[src/rtl/nvlog_pkg.sv]
package nvlog_pkg;
  typedef enum logic [1:0] {
    FL_READ  = 2'd0,
    FL_PROG  = 2'd1,
    FL_ERASE = 2'd2
  } fl_op_e;

  typedef enum logic [2:0] {
    ST_BOOT,
    ST_HDR_WT,
    ST_DAT_WT,
    ST_IDLE,
    ST_ERS_WT,
    ST_PGD_WT,
    ST_PGH_WT
  } ctl_st_e;
endpackage

[src/rtl/nvlog_hdr_eval.sv]
// Classifies one header word: fully used (top bit cleared) and number of cleared bits.
module nvlog_hdr_eval #(
  parameter int WORD_W = 16,
  localparam int ZC_W  = $clog2(WORD_W + 1)
) (
  input  logic [WORD_W-1:0] word_i,
  output logic              full_o,
  output logic [ZC_W-1:0]   zeros_o
);
  always_comb begin
    zeros_o = '0;
    for (int i = 0; i < WORD_W; i++) begin
      zeros_o = zeros_o + {{(ZC_W-1){1'b0}}, ~word_i[i]};
    end
  end

  assign full_o = ~word_i[WORD_W-1];
endmodule

[src/rtl/nvlog_slot_map.sv]
// Maps a slot index to its data address, header word address and header clear mask.
module nvlog_slot_map #(
  parameter int WORD_W    = 16,
  parameter int ADDR_W    = 8,
  parameter int SLOT_W    = 8,
  parameter int DATA_BASE = 16,
  localparam int BIT_W    = $clog2(WORD_W)
) (
  input  logic [SLOT_W-1:0] slot_i,
  output logic [ADDR_W-1:0] data_addr_o,
  output logic [ADDR_W-1:0] hdr_addr_o,
  output logic [WORD_W-1:0] hdr_mask_o
);
  assign data_addr_o = ADDR_W'(DATA_BASE) + ADDR_W'(slot_i);
  assign hdr_addr_o  = ADDR_W'(slot_i >> BIT_W);
  assign hdr_mask_o  = ~(WORD_W'(1) << slot_i[BIT_W-1:0]);
endmodule

[src/rtl/nvlog_fsm.sv]
module nvlog_fsm
  import nvlog_pkg::*;
#(
  parameter int WORD_W    = 16,
  parameter int ADDR_W    = 8,
  parameter int HDR_WORDS = 15,
  parameter int DATA_BASE = 16,
  parameter int VAL_W     = 4,
  localparam int SLOTS    = HDR_WORDS * WORD_W,
  localparam int SLOT_W   = $clog2(SLOTS + 1),
  localparam int HI_W     = $clog2(HDR_WORDS),
  localparam int ZC_W     = $clog2(WORD_W + 1)
) (
  input  logic              clk,
  input  logic              rst_ni,
  input  logic              save_req_i,
  input  logic [VAL_W-1:0]  save_val_i,
  input  logic              fl_done_i,
  input  logic [VAL_W-1:0]  fl_rd_val_i,
  input  logic              hdr_full_i,
  input  logic [ZC_W-1:0]   hdr_zeros_i,
  input  logic [ADDR_W-1:0] wr_data_addr_i,
  input  logic [ADDR_W-1:0] wr_hdr_addr_i,
  input  logic [WORD_W-1:0] wr_hdr_mask_i,
  output logic [SLOT_W-1:0] save_slot_o,
  output logic              fl_req_o,
  output logic [1:0]        fl_op_o,
  output logic [ADDR_W-1:0] fl_addr_o,
  output logic [WORD_W-1:0] fl_wdata_o,
  output logic              save_done_o,
  output logic              restore_done_o,
  output logic [VAL_W-1:0]  restore_val_o
);
  ctl_st_e           state_q, state_d;
  logic [HI_W-1:0]   hidx_q, hidx_d;
  logic [SLOT_W-1:0] used_q, used_d;
  logic              req_q, req_d;
  fl_op_e            op_q, op_d;
  logic [ADDR_W-1:0] addr_q, addr_d;
  logic [WORD_W-1:0] wdata_q, wdata_d;
  logic [VAL_W-1:0]  val_q, val_d;
  logic              sdone_q, sdone_d;
  logic              rdone_q, rdone_d;
  logic [VAL_W-1:0]  rval_q, rval_d;
  logic [SLOT_W-1:0] tot;
  logic [SLOT_W-1:0] fetch_slot;

  always_comb begin
    tot        = hdr_full_i ? used_q + SLOT_W'(WORD_W) : used_q + SLOT_W'(hdr_zeros_i);
    fetch_slot = tot - SLOT_W'(1);
  end

  always_comb begin
    state_d = state_q;
    hidx_d  = hidx_q;
    used_d  = used_q;
    req_d   = 1'b0;
    op_d    = op_q;
    addr_d  = addr_q;
    wdata_d = wdata_q;
    val_d   = val_q;
    sdone_d = 1'b0;
    rdone_d = rdone_q;
    rval_d  = rval_q;
    case (state_q)
      ST_BOOT: begin
        req_d   = 1'b1;
        op_d    = FL_READ;
        addr_d  = '0;
        hidx_d  = '0;
        used_d  = '0;
        state_d = ST_HDR_WT;
      end
      ST_HDR_WT: if (fl_done_i) begin
        used_d = tot;
        if (hdr_full_i && (hidx_q != HI_W'(HDR_WORDS - 1))) begin
          hidx_d = hidx_q + HI_W'(1);
          req_d  = 1'b1;
          op_d   = FL_READ;
          addr_d = ADDR_W'(hidx_q) + ADDR_W'(1);
        end else if (tot == '0) begin
          rval_d  = '0;
          rdone_d = 1'b1;
          state_d = ST_IDLE;
        end else begin
          req_d   = 1'b1;
          op_d    = FL_READ;
          addr_d  = ADDR_W'(DATA_BASE) + ADDR_W'(fetch_slot);
          state_d = ST_DAT_WT;
        end
      end
      ST_DAT_WT: if (fl_done_i) begin
        rval_d  = fl_rd_val_i;
        rdone_d = 1'b1;
        state_d = ST_IDLE;
      end
      ST_IDLE: if (save_req_i) begin
        val_d = save_val_i;
        req_d = 1'b1;
        if (used_q == SLOT_W'(SLOTS)) begin
          op_d    = FL_ERASE;
          addr_d  = '0;
          wdata_d = '1;
          used_d  = '0;
          state_d = ST_ERS_WT;
        end else begin
          op_d    = FL_PROG;
          addr_d  = wr_data_addr_i;
          wdata_d = WORD_W'(save_val_i);
          state_d = ST_PGD_WT;
        end
      end
      ST_ERS_WT: if (fl_done_i) begin
        req_d   = 1'b1;
        op_d    = FL_PROG;
        addr_d  = wr_data_addr_i;
        wdata_d = WORD_W'(val_q);
        state_d = ST_PGD_WT;
      end
      ST_PGD_WT: if (fl_done_i) begin
        req_d   = 1'b1;
        op_d    = FL_PROG;
        addr_d  = wr_hdr_addr_i;
        wdata_d = wr_hdr_mask_i;
        state_d = ST_PGH_WT;
      end
      ST_PGH_WT: if (fl_done_i) begin
        used_d  = used_q + SLOT_W'(1);
        sdone_d = 1'b1;
        state_d = ST_IDLE;
      end
      default: state_d = ST_BOOT;
    endcase
  end

  always_ff @(posedge clk or negedge rst_ni) begin
    if (!rst_ni) begin
      state_q <= ST_BOOT;
      hidx_q  <= '0;
      used_q  <= '0;
      req_q   <= 1'b0;
      op_q    <= FL_READ;
      addr_q  <= '0;
      wdata_q <= '0;
      val_q   <= '0;
      sdone_q <= 1'b0;
      rdone_q <= 1'b0;
      rval_q  <= '0;
    end else begin
      state_q <= state_d;
      hidx_q  <= hidx_d;
      used_q  <= used_d;
      req_q   <= req_d;
      op_q    <= op_d;
      addr_q  <= addr_d;
      wdata_q <= wdata_d;
      val_q   <= val_d;
      sdone_q <= sdone_d;
      rdone_q <= rdone_d;
      rval_q  <= rval_d;
    end
  end

  assign save_slot_o    = used_q;
  assign fl_req_o       = req_q;
  assign fl_op_o        = op_q;
  assign fl_addr_o      = addr_q;
  assign fl_wdata_o     = wdata_q;
  assign save_done_o    = sdone_q;
  assign restore_done_o = rdone_q;
  assign restore_val_o  = rval_q;

  // Outstanding-operation tracker used only by the checks below.
  logic pend_q;
  always_ff @(posedge clk or negedge rst_ni) begin
    if (!rst_ni)        pend_q <= 1'b0;
    else if (req_q)     pend_q <= 1'b1;
    else if (fl_done_i) pend_q <= 1'b0;
  end

  assert_single_op_R9: assert property (@(posedge clk) disable iff (!rst_ni)
    pend_q |-> !req_q);
  assert_req_pulse_R12: assert property (@(posedge clk) disable iff (!rst_ni)
    req_q |=> !req_q);
  assert_cmd_hold_R12: assert property (@(posedge clk) disable iff (!rst_ni)
    (pend_q && !fl_done_i) |=> ($stable(addr_q) && $stable(op_q) && $stable(wdata_q)));
  assert_used_bound_R6: assert property (@(posedge clk) disable iff (!rst_ni)
    used_q <= SLOT_W'(SLOTS));
  assert_erase_full_R8: assert property (@(posedge clk) disable iff (!rst_ni)
    (req_q && op_q == FL_ERASE) |-> $past(used_q) == SLOT_W'(SLOTS));
  assert_data_upper_zero_R7: assert property (@(posedge clk) disable iff (!rst_ni)
    (req_q && op_q == FL_PROG && addr_q >= ADDR_W'(DATA_BASE)) |-> wdata_q[WORD_W-1:VAL_W] == '0);
  assert_save_pulse_R10: assert property (@(posedge clk) disable iff (!rst_ni)
    sdone_q |=> !sdone_q);
  assert_no_write_early_R10: assert property (@(posedge clk) disable iff (!rst_ni)
    (req_q && op_q != FL_READ) |-> rdone_q);
  assert_restore_sticky_R3: assert property (@(posedge clk) disable iff (!rst_ni)
    rdone_q |=> rdone_q);
endmodule

[src/rtl/nvlog_ctrl.sv]
module nvlog_ctrl #(
  parameter int WORD_W    = 16,
  parameter int ADDR_W    = 8,
  parameter int HDR_WORDS = 15,
  parameter int DATA_BASE = 16,
  parameter int VAL_W     = 4,
  localparam int SLOTS    = HDR_WORDS * WORD_W,
  localparam int SLOT_W   = $clog2(SLOTS + 1),
  localparam int ZC_W     = $clog2(WORD_W + 1)
) (
  input  logic              clk,
  input  logic              rst_n,
  input  logic              save_req,
  input  logic [VAL_W-1:0]  save_val,
  output logic              save_done,
  output logic              restore_done,
  output logic [VAL_W-1:0]  restore_val,
  output logic              fl_req,
  output logic [1:0]        fl_op,
  output logic [ADDR_W-1:0] fl_addr,
  output logic [WORD_W-1:0] fl_wdata,
  input  logic [WORD_W-1:0] fl_rdata,
  input  logic              fl_done
);
  logic [1:0] rst_sync_q;
  logic       rst_ni;

  always_ff @(posedge clk or negedge rst_n) begin
    if (!rst_n) rst_sync_q <= 2'b00;
    else        rst_sync_q <= {rst_sync_q[0], 1'b1};
  end
  assign rst_ni = rst_sync_q[1];

  logic              hdr_full;
  logic [ZC_W-1:0]   hdr_zeros;
  logic [SLOT_W-1:0] save_slot;
  logic [ADDR_W-1:0] wr_data_addr;
  logic [ADDR_W-1:0] wr_hdr_addr;
  logic [WORD_W-1:0] wr_hdr_mask;

  nvlog_hdr_eval #(.WORD_W(WORD_W)) u_hdr_eval (
    .word_i  (fl_rdata),
    .full_o  (hdr_full),
    .zeros_o (hdr_zeros)
  );

  nvlog_slot_map #(
    .WORD_W(WORD_W), .ADDR_W(ADDR_W), .SLOT_W(SLOT_W), .DATA_BASE(DATA_BASE)
  ) u_slot_map (
    .slot_i      (save_slot),
    .data_addr_o (wr_data_addr),
    .hdr_addr_o  (wr_hdr_addr),
    .hdr_mask_o  (wr_hdr_mask)
  );

  nvlog_fsm #(
    .WORD_W(WORD_W), .ADDR_W(ADDR_W), .HDR_WORDS(HDR_WORDS),
    .DATA_BASE(DATA_BASE), .VAL_W(VAL_W)
  ) u_fsm (
    .clk            (clk),
    .rst_ni         (rst_ni),
    .save_req_i     (save_req),
    .save_val_i     (save_val),
    .fl_done_i      (fl_done),
    .fl_rd_val_i    (fl_rdata[VAL_W-1:0]),
    .hdr_full_i     (hdr_full),
    .hdr_zeros_i    (hdr_zeros),
    .wr_data_addr_i (wr_data_addr),
    .wr_hdr_addr_i  (wr_hdr_addr),
    .wr_hdr_mask_i  (wr_hdr_mask),
    .save_slot_o    (save_slot),
    .fl_req_o       (fl_req),
    .fl_op_o        (fl_op),
    .fl_addr_o      (fl_addr),
    .fl_wdata_o     (fl_wdata),
    .save_done_o    (save_done),
    .restore_done_o (restore_done),
    .restore_val_o  (restore_val)
  );
endmodule

[config.mk]
export PLATFORM = sky130hd
export DESIGN_NAME = nvlog_ctrl
export DESIGN_NICKNAME = d
export VERILOG_FILES = /design/src/rtl/nvlog_pkg.sv /design/src/rtl/nvlog_hdr_eval.sv /design/src/rtl/nvlog_slot_map.sv /design/src/rtl/nvlog_fsm.sv /design/src/rtl/nvlog_ctrl.sv
export SDC_FILE = /design/constraint.sdc
export NUM_CORES = 1
export LEC_CHECK = 0
export ABC_CLOCK_PERIOD_IN_PS = 3600
export BUFFER_PORTS_ARGS = -buffer_cell sky130_fd_sc_hd__buf_2
export CAP_MARGIN = 10
export CORE_ASPECT_RATIO = 2
export CORE_MARGIN = 3
export CORE_UTILIZATION = 45
export DETAILED_ROUTE_END_ITERATION = 16
export PLACE_DENSITY = 0.76
export SLEW_MARGIN = 15
export SYNTH_ARGS = -nofsm -noshare
export SYNTH_HDL_FRONTEND = slang
export SYNTH_SLANG_ARGS = --single-unit
[constraint.sdc]
create_clock -name clk -period 3.6 [get_ports clk]
set_input_delay 0.36 -clock clk [delete_from_list [all_inputs] [get_ports clk]]
set_output_delay 0.36 -clock clk [all_outputs]
set_load 0.02 [all_outputs]
==> results of run 1 <==
-- area by class of cell --
cell class	instances	area (um2)	share of cell area
multi-input cells	322	2630	0.512
repair buffers	102	716	0.139
clock buffers	5	125	0.0244
well taps	98	123	0.0239
inverters	34	145	0.0283
flip-flops and latches	54	1350	0.263
clock inverters	3	45.0	0.00877
-- registers in the layout, indices dropped and copies added, names as in the netlist --
register / cells
u_fsm.save_done_o: 1
u_fsm.restore_done_o: 1
u_fsm.restore_val_o: 4
rst_sync_q: 2
u_fsm.state_q: 3
u_fsm.fl_req_o: 1
u_fsm.val_q: 4
u_fsm.fl_addr_o: 8
u_fsm.save_slot_o: 8
u_fsm.hidx_q: 4
u_fsm.fl_wdata_o: 16
u_fsm.fl_op_o: 2
-- cell families (layout without fill, tap and decap cells) --
kind of cell / count (synthesis) / count (layout)
AOI/OAI and AO/OA: 125 / 125
DFF: 54 / 54
muxes: 16 / 16
adders and majority gates: 32 / 32
and+or+nand+nor: 134 / 134
other: 1 / 1
xor gates and xnor gates: 14 / 14
buffers and inverters: 59 / 144
-- layout by cell type (no fill, tap or decap), types with 6 or more instances in the layout --
| master | netlist | layout |
|---|---|---|
| mux2i_1 | 10 | 7 |
| nor2_1 | 44 | 43 |
| dfrtp_1 | 54 | 53 |
| nand2_1 | 43 | 41 |
| o21ai_0 | 17 | 13 |
| buf_6 | 1 | 12 |
| inv_1 | 33 | 30 |
| ha_1 | 21 | 15 |
| a21oi_1 | 36 | 29 |
| and2_1 | 6 | 6 |
| buf_2 | 3 | 54 |
| nand3_1 | 9 | 8 |
| a31oi_1 | 7 | 6 |
| fa_1 | 11 | 8 |
| o22a_1 | 13 | 13 |
| buf_4 | 1 | 32 |
-- power breakdown --
part	switching, mW	internal, mW
sequential	0.222	0.843
clock	0.222	0.328
combinational	1.95	1.78
total	2.39	2.95
-- metal layers --
layer  GRT usage  part of all wire  wire length (um)
met4       0.121             0.048               520
met2       0.418              0.57              6250
met1       0.223              0.34              3680
met3      0.0241             0.038               414
met5           0                 0                 0
-- path summary, 6_finish.rpt --
kind                                       from                      to  slack (ns)
hold / removal                      save_val[3]          u_fsm.val_q[3]        0.31
max in group asynchronous         rst_sync_q[1]    u_fsm.fl_wdata_o[14]        2.78
setup / recovery                    fl_rdata[1]  u_fsm.restore_val_o[0]       -1.78
min in group asynchronous                 rst_n           rst_sync_q[0]        0.37
hold reg to reg                   rst_sync_q[0]           rst_sync_q[1]        0.35
setup reg to reg           u_fsm.save_slot_o[1]  u_fsm.restore_val_o[0]        0.75
-- repair_timing --
action                                  4_1_cts  5_1_grt
setup buffers                                10        5
endpoints found under the setup margin       25       25
hold buffers                                  1        0
endpoints found under the hold margin         2        0
gates resized for setup                      35       26
cloned                                        0        0
pin swaps                                    19       26
-- stage by stage --
step | setup TNS [ns] | setup slack (ns)
floorplan | -35.92 | -1.75
global route | -39.65 | -1.91
finish | -36.63 | -1.78
detailed placement | -47.92 | -2.22
CTS | -36.15 | -1.79
global placement | -45.50 | -2.12
==> metrics.txt, run 1 <==
RSZ-0062 raised after global routing=true; Post-synth ARST share=1.00; main area contributors after synthesis=dfrtp_1 (35%), ha_1 (6.7%), fa_1 (5.7%); global-route wire length before repair=around 17,000 um; Post-DP HPWL=7970 um; failing checks=setup timing; router iterations before antenna repair=5; Vias/cell=5.88; Setup Skew=roughly 0.0053 ns; critical path depth=18; worst vdd ir=0.000551 V; Final Critical Period=5.38 ns; # rows=47; Commonest cells post-synth=dfrtp_1 (54), nor2_1 (44), nand2_1 (43), a21oi_1 (36), inv_1 (33); CTS max path bufs=2; RePlAce Congestion=0.916; WHS Path Cells=2; Worst Max-Slew Pin Slew=0.685 ns; Seq/Total Area, Yosys=0.347; fin crit share=1.49; number of global-route vias before repair=around 3,600; routed wire length=10,900 um; crit-path leading delay family=adder cells; total power=5.34 mW; crit end category=flop; largest net degree at the start of global routing=53; GRT Total Usage=0.219; Synth top area share=0.347; placed instance count=600; dominant cell type by area after synthesis=dfrtp_1; Slowest-stage cell, CP=fa_1; FMAX=between 150 and 200 MHz; Hold Path Class=input pin to flop; Synth Area in XOR/XNOR=0.0315; Die Span Y=~140 um; Setup Crit Path Kind=input pin to flop; Cell Area, Synth=0.00390 mm2; Max FO, Critical Path=5; Starting Density=0.467; initial antenna violation count=0; Placed Instance Area=about 0.0046 mm2; DR iter-0 viols=280; Final setup viols=25; share of cells above drive strength 1=0.337; Synth Net Count=491; CP max stage delay=approximately 0.52 ns; CTS tree=yes; Hold Slack=0.309 ns; grt total ovfl=0; DR vias=3,635; fill cell total of the finished layout=715; simple logic cell fraction of the synthesized area=0.170; MaxCap Viol Count=0; largest family of logic cells by synthesized area=compound AO/OA/AOI/OAI gates; CTS root buffer=clkbuf_16; Syn Inst Count=435; # nets final=around 580; Design Area, Final=0.00513 mm2; fin util=0.615; setup slack after layout=-1.78 ns; most used cell, CP=fa_1; startpoint types=input pin; diodes inserted=0; fin. max-slew vios=0; CP required=~3.8 ns; Power Dens Cells=1040 mW/mm2; area share of fa/ha/maj cells after synthesis=0.124; status=finished with violations; count of state elements after synthesis=between 50 and 60; core area=about 0.0084 mm2; Crit path buffers/inverters=2; Leak Pwr=2.37 nW; arrival time worst endpoint=5.56 ns; I/O pin count=57; post-synthesis compound-gate area fraction=0.224; TritonCTS buffer count=5; port bufs=56; Final Hold Viols=0; area growth from synthesis to layout=31.8%; Post-Layout Cell Count=618; clock transition at the registers of the reported paths=0.07 ns; die width=roughly 72 um; Reg2Reg Depth=8; most common cell in the synthesized netlist=dfrtp_1; Clock Latency Late Sink=0.30 ns; post-synthesis mux area share=0.0430; CTS sink count=54; Worst slew margin=0.539; Post-synth top flop=dfrtp_1; Post-synth EDFFs=0; Cell Chain, Critical Path=buf_12, inv_12, ha_4, fa_1, fa_1, fa_1, fa_1, fa_2, fa_2, xor2_2, ha_4, nor2_1, o211a_1, a211oi_2, and4_1, and4_4, nand4_1, a31o_2; Routed Antenna Nets=0; CTS H-tree depth=2; die area=0.00988 mm2; DRC=0; Synthesis Warnings=0; WL/cell=17.6 um; Mapped Avg Cell Area=8.96 um2; unique cell type count in the Yosys netlist=65
Power figures use the tool's default switching activity.
==> run 2, diff against run 1 <==
- RECOVER_POWER: default -> 50
- REMOVE_ABC_BUFFERS: default -> 1
==> metrics.txt, run 2 (synthesis gave the netlist of run 1 again) <==
crit end category=flop (unchanged); CP max stage delay=0.63 ns (was 0.52 ns); CTS root buffer=clkbuf_16 (unchanged); FMAX=183 MHz (was 186 MHz); CTS tree=yes (unchanged); RePlAce Congestion=0.933 (was 0.916); Placed Instance Area=0.00442 mm2 (was 0.00459 mm2); failing checks=capacitance limit, slew limit, setup timing (was setup timing); CTS max path bufs=2 (unchanged); initial antenna violation count=0 (unchanged); Switching Share=0.455 (was 0.448); die width=71.8 um (unchanged); Clock Latency Late Sink=0.30 ns (about the same); Worst slew margin=-0.415 (was 0.539); dpl ws=-2.45 ns (was -2.22 ns); Hold Path Class=input pin to flop (unchanged); Vias/cell=5.82 (was 5.88); port bufs=56 (unchanged); Max FO, Critical Path=4 (was 5); RSZ-0062 raised after global routing=true (unchanged); fill cell total of the finished layout=725 (was 715); most frequent cells in the layout=dfrtp_1 (54), buf_2 (51), nand2_1 (42), nor2_1 (42), a21oi_1 (32) (was buf_2 (54), dfrtp_1 (53), nor2_1 (43)); status=finished with violations (unchanged); Int Pwr=2.67 mW (was 2.95 mW); CP required=3.79 ns (about the same); Final setup viols=25 (unchanged); area growth from synthesis to layout=25.3% (was 31.8%); worst vdd ir=0.000557 V (was 0.000551 V); Starting Density=0.467 (unchanged); Design Area, Final=0.00488 mm2 (was 0.00513 mm2); DR vias=3,560 (was 3,635); Crit path buffers/inverters=2 (unchanged); CTS H-tree depth=2 (unchanged); core area=0.00835 mm2 (unchanged); diodes inserted=0 (unchanged); Leak Pwr=2.28 nW (was 2.37 nW); # rows=47 (unchanged); Routed Antenna Nets=0 (unchanged); GRT Total Usage=0.216 (was 0.219); arrival time worst endpoint=5.65 ns (was 5.56 ns); I/O pin count=57 (unchanged); share of cells above drive strength 1=0.290 (was 0.337); Slowest-stage cell, CP=fa_2 (was fa_1); Final Hold Viols=0 (unchanged); Cell Chain, Critical Path=buf_6, inv_4, ha_4, fa_1, fa_1, fa_1, fa_1, fa_2, fa_2, ha_4, a211o_4, a211oi_4, nor4_4, xnor2_1, and4_4, nand4_1, a31o_2 (was buf_12, inv_12, ha_4, fa_1, fa_1, fa_1, fa_1, fa_2, fa_2, xor2_2, ha_4, nor2_1, o211a_1, a211oi_2, and4_1, and4_4, nand4_1, a31o_2); Post-DP HPWL=7730 um (was 7970 um); most common cell after layout, fill and taps aside=dfrtp_1 (was buf_2); Power Dens Cells=1000 mW/mm2 (was 1040 mW/mm2); max FFs per register=16 (unchanged); largest net degree at the start of global routing=53 (unchanged); crit-path leading delay family=adder cells (unchanged); number of global-route vias before repair=3,638 (was 3,595); Clock power frac=0.105 (was 0.103); die area=0.00988 mm2 (unchanged); WL/cell=16.9 um (was 17.6 um); Worst Max-Slew Pin Slew=2.12 ns (was 0.685 ns); CTS sink count=54 (unchanged); Final Critical Period=5.46 ns (was 5.38 ns); global-route wire length before repair=16,800 um (was 16,900 um); fin. max-slew vios=53 (was 0); Setup Crit Path Kind=input pin to flop (unchanged); DRC=0 (unchanged); Comb pwr share=0.676 (was 0.698); grt total ovfl=0 (unchanged); setup slack after layout=-1.86 ns (was -1.78 ns); routed wire length=10,400 um (was 10,900 um); placed instance count=595 (was 600); most used cell, CP=fa_1 (unchanged); Post-Layout Cell Count=612 (was 618); DR iter-0 viols=202 (was 280); Seq pwr share=0.219 (was 0.199); TritonCTS buffer count=5 (unchanged); Die Span Y=138 um (unchanged); clock transition at the registers of the reported paths=0.08 ns (was 0.07 ns); router iterations before antenna repair=4 (was 5); Setup Skew=0.00958 ns (was 0.00534 ns); MaxCap Viol Count=1 (was 0); fin crit share=1.52 (was 1.49); net switching power figure=2.23 mW (was 2.39 mW); # nets final=569 (was 575); startpoint types=input pin (unchanged)
run 2: cell types whose count changed in the layout (fill, tap and decap cells not counted), moves of 3 or more:
cell      change
a21oi_1       +3
buf_2         -3
clkbuf_1      +3
buf_12        -3
o22ai_1       +3
run 2: repair_timing:
item,in CTS,in global routing
resized for setup,30,19
hold endpoints to repair,2,0
endpoints found under the setup margin,25,25
pin swaps,31,15
hold buffers,1,0
buffers inserted,7,2
run 2: through the flow:
stage	TNS [ns]	total power [mW]	utilization	hold WS (ns)
6_report	-38.53	4.90	0.585	0.315
5_1_grt	-42.02	5.24	0.585	0.327
4_1_cts	-38.35	4.64	0.573	0.320
3_5_place_dp	-52.47	3.88	0.530	0.147
3_3_place_gp	-49.92	3.79	0.530	0.145
2_1_floorplan	-43.16	2.88	-	0.0644
run 2: metal layers:
layer	vias up	GRT usage	wire [um]
met5	-	0	0
li1	1691	-	-
met2	118	0.423	6030
met1	1728	0.216	3590
met4	0	0.105	323
met3	23	0.0241	408
run 2: worst reg2reg max path, cell delays in order, from the launching register on:
cell	delay (ns)
dfrtp_1	0.68
ha_4	0.30
a211o_4	0.35
a211oi_4	0.33
nor4_4	0.08
xnor2_1	0.20
and4_4	0.30
nand4_1	0.23
a31o_2	0.31
run 2: area by class of cell:
type | instances | area, um2 | share of cell area
Multi-Input combinational cell | 322 | 2500 | 0.512
Sequential cell | 54 | 1350 | 0.277
Timing Repair Buffer | 96 | 622 | 0.127
Clock buffer | 6 | 139 | 0.0284
Inverter | 34 | 133 | 0.0272
Tap cell | 98 | 123 | 0.0251
Clock inverter | 2 | 16.3 | 0.00333
run 2: final timing paths:
path	from	to	slack [ns]	depth (start not counted)
worst max register to register	u_fsm.save_slot_o[1]	u_fsm.restore_val_o[1]	0.71	8
worst min register to register	rst_sync_q[0]	rst_sync_q[1]	0.37	0
max in group asynchronous	rst_sync_q[1]	u_fsm.fl_wdata_o[11]	1.47	0
worst min-delay path	save_val[0]	u_fsm.val_q[0]	0.32	2
min in group asynchronous	rst_n	rst_sync_q[0]	0.36	2
worst max-delay path	fl_rdata[1]	u_fsm.restore_val_o[1]	-1.86	17
run 2: power by group through the flow:
stage	registers [mW]	clock network, mW	logic, mW
CTS	1.07	0.519	3.06
finish	1.07	0.516	3.31
global route	1.11	0.539	3.59
floorplan	1.25	0	1.63
global placement	1.06	0	2.73
detailed placement	1.07	0	2.80
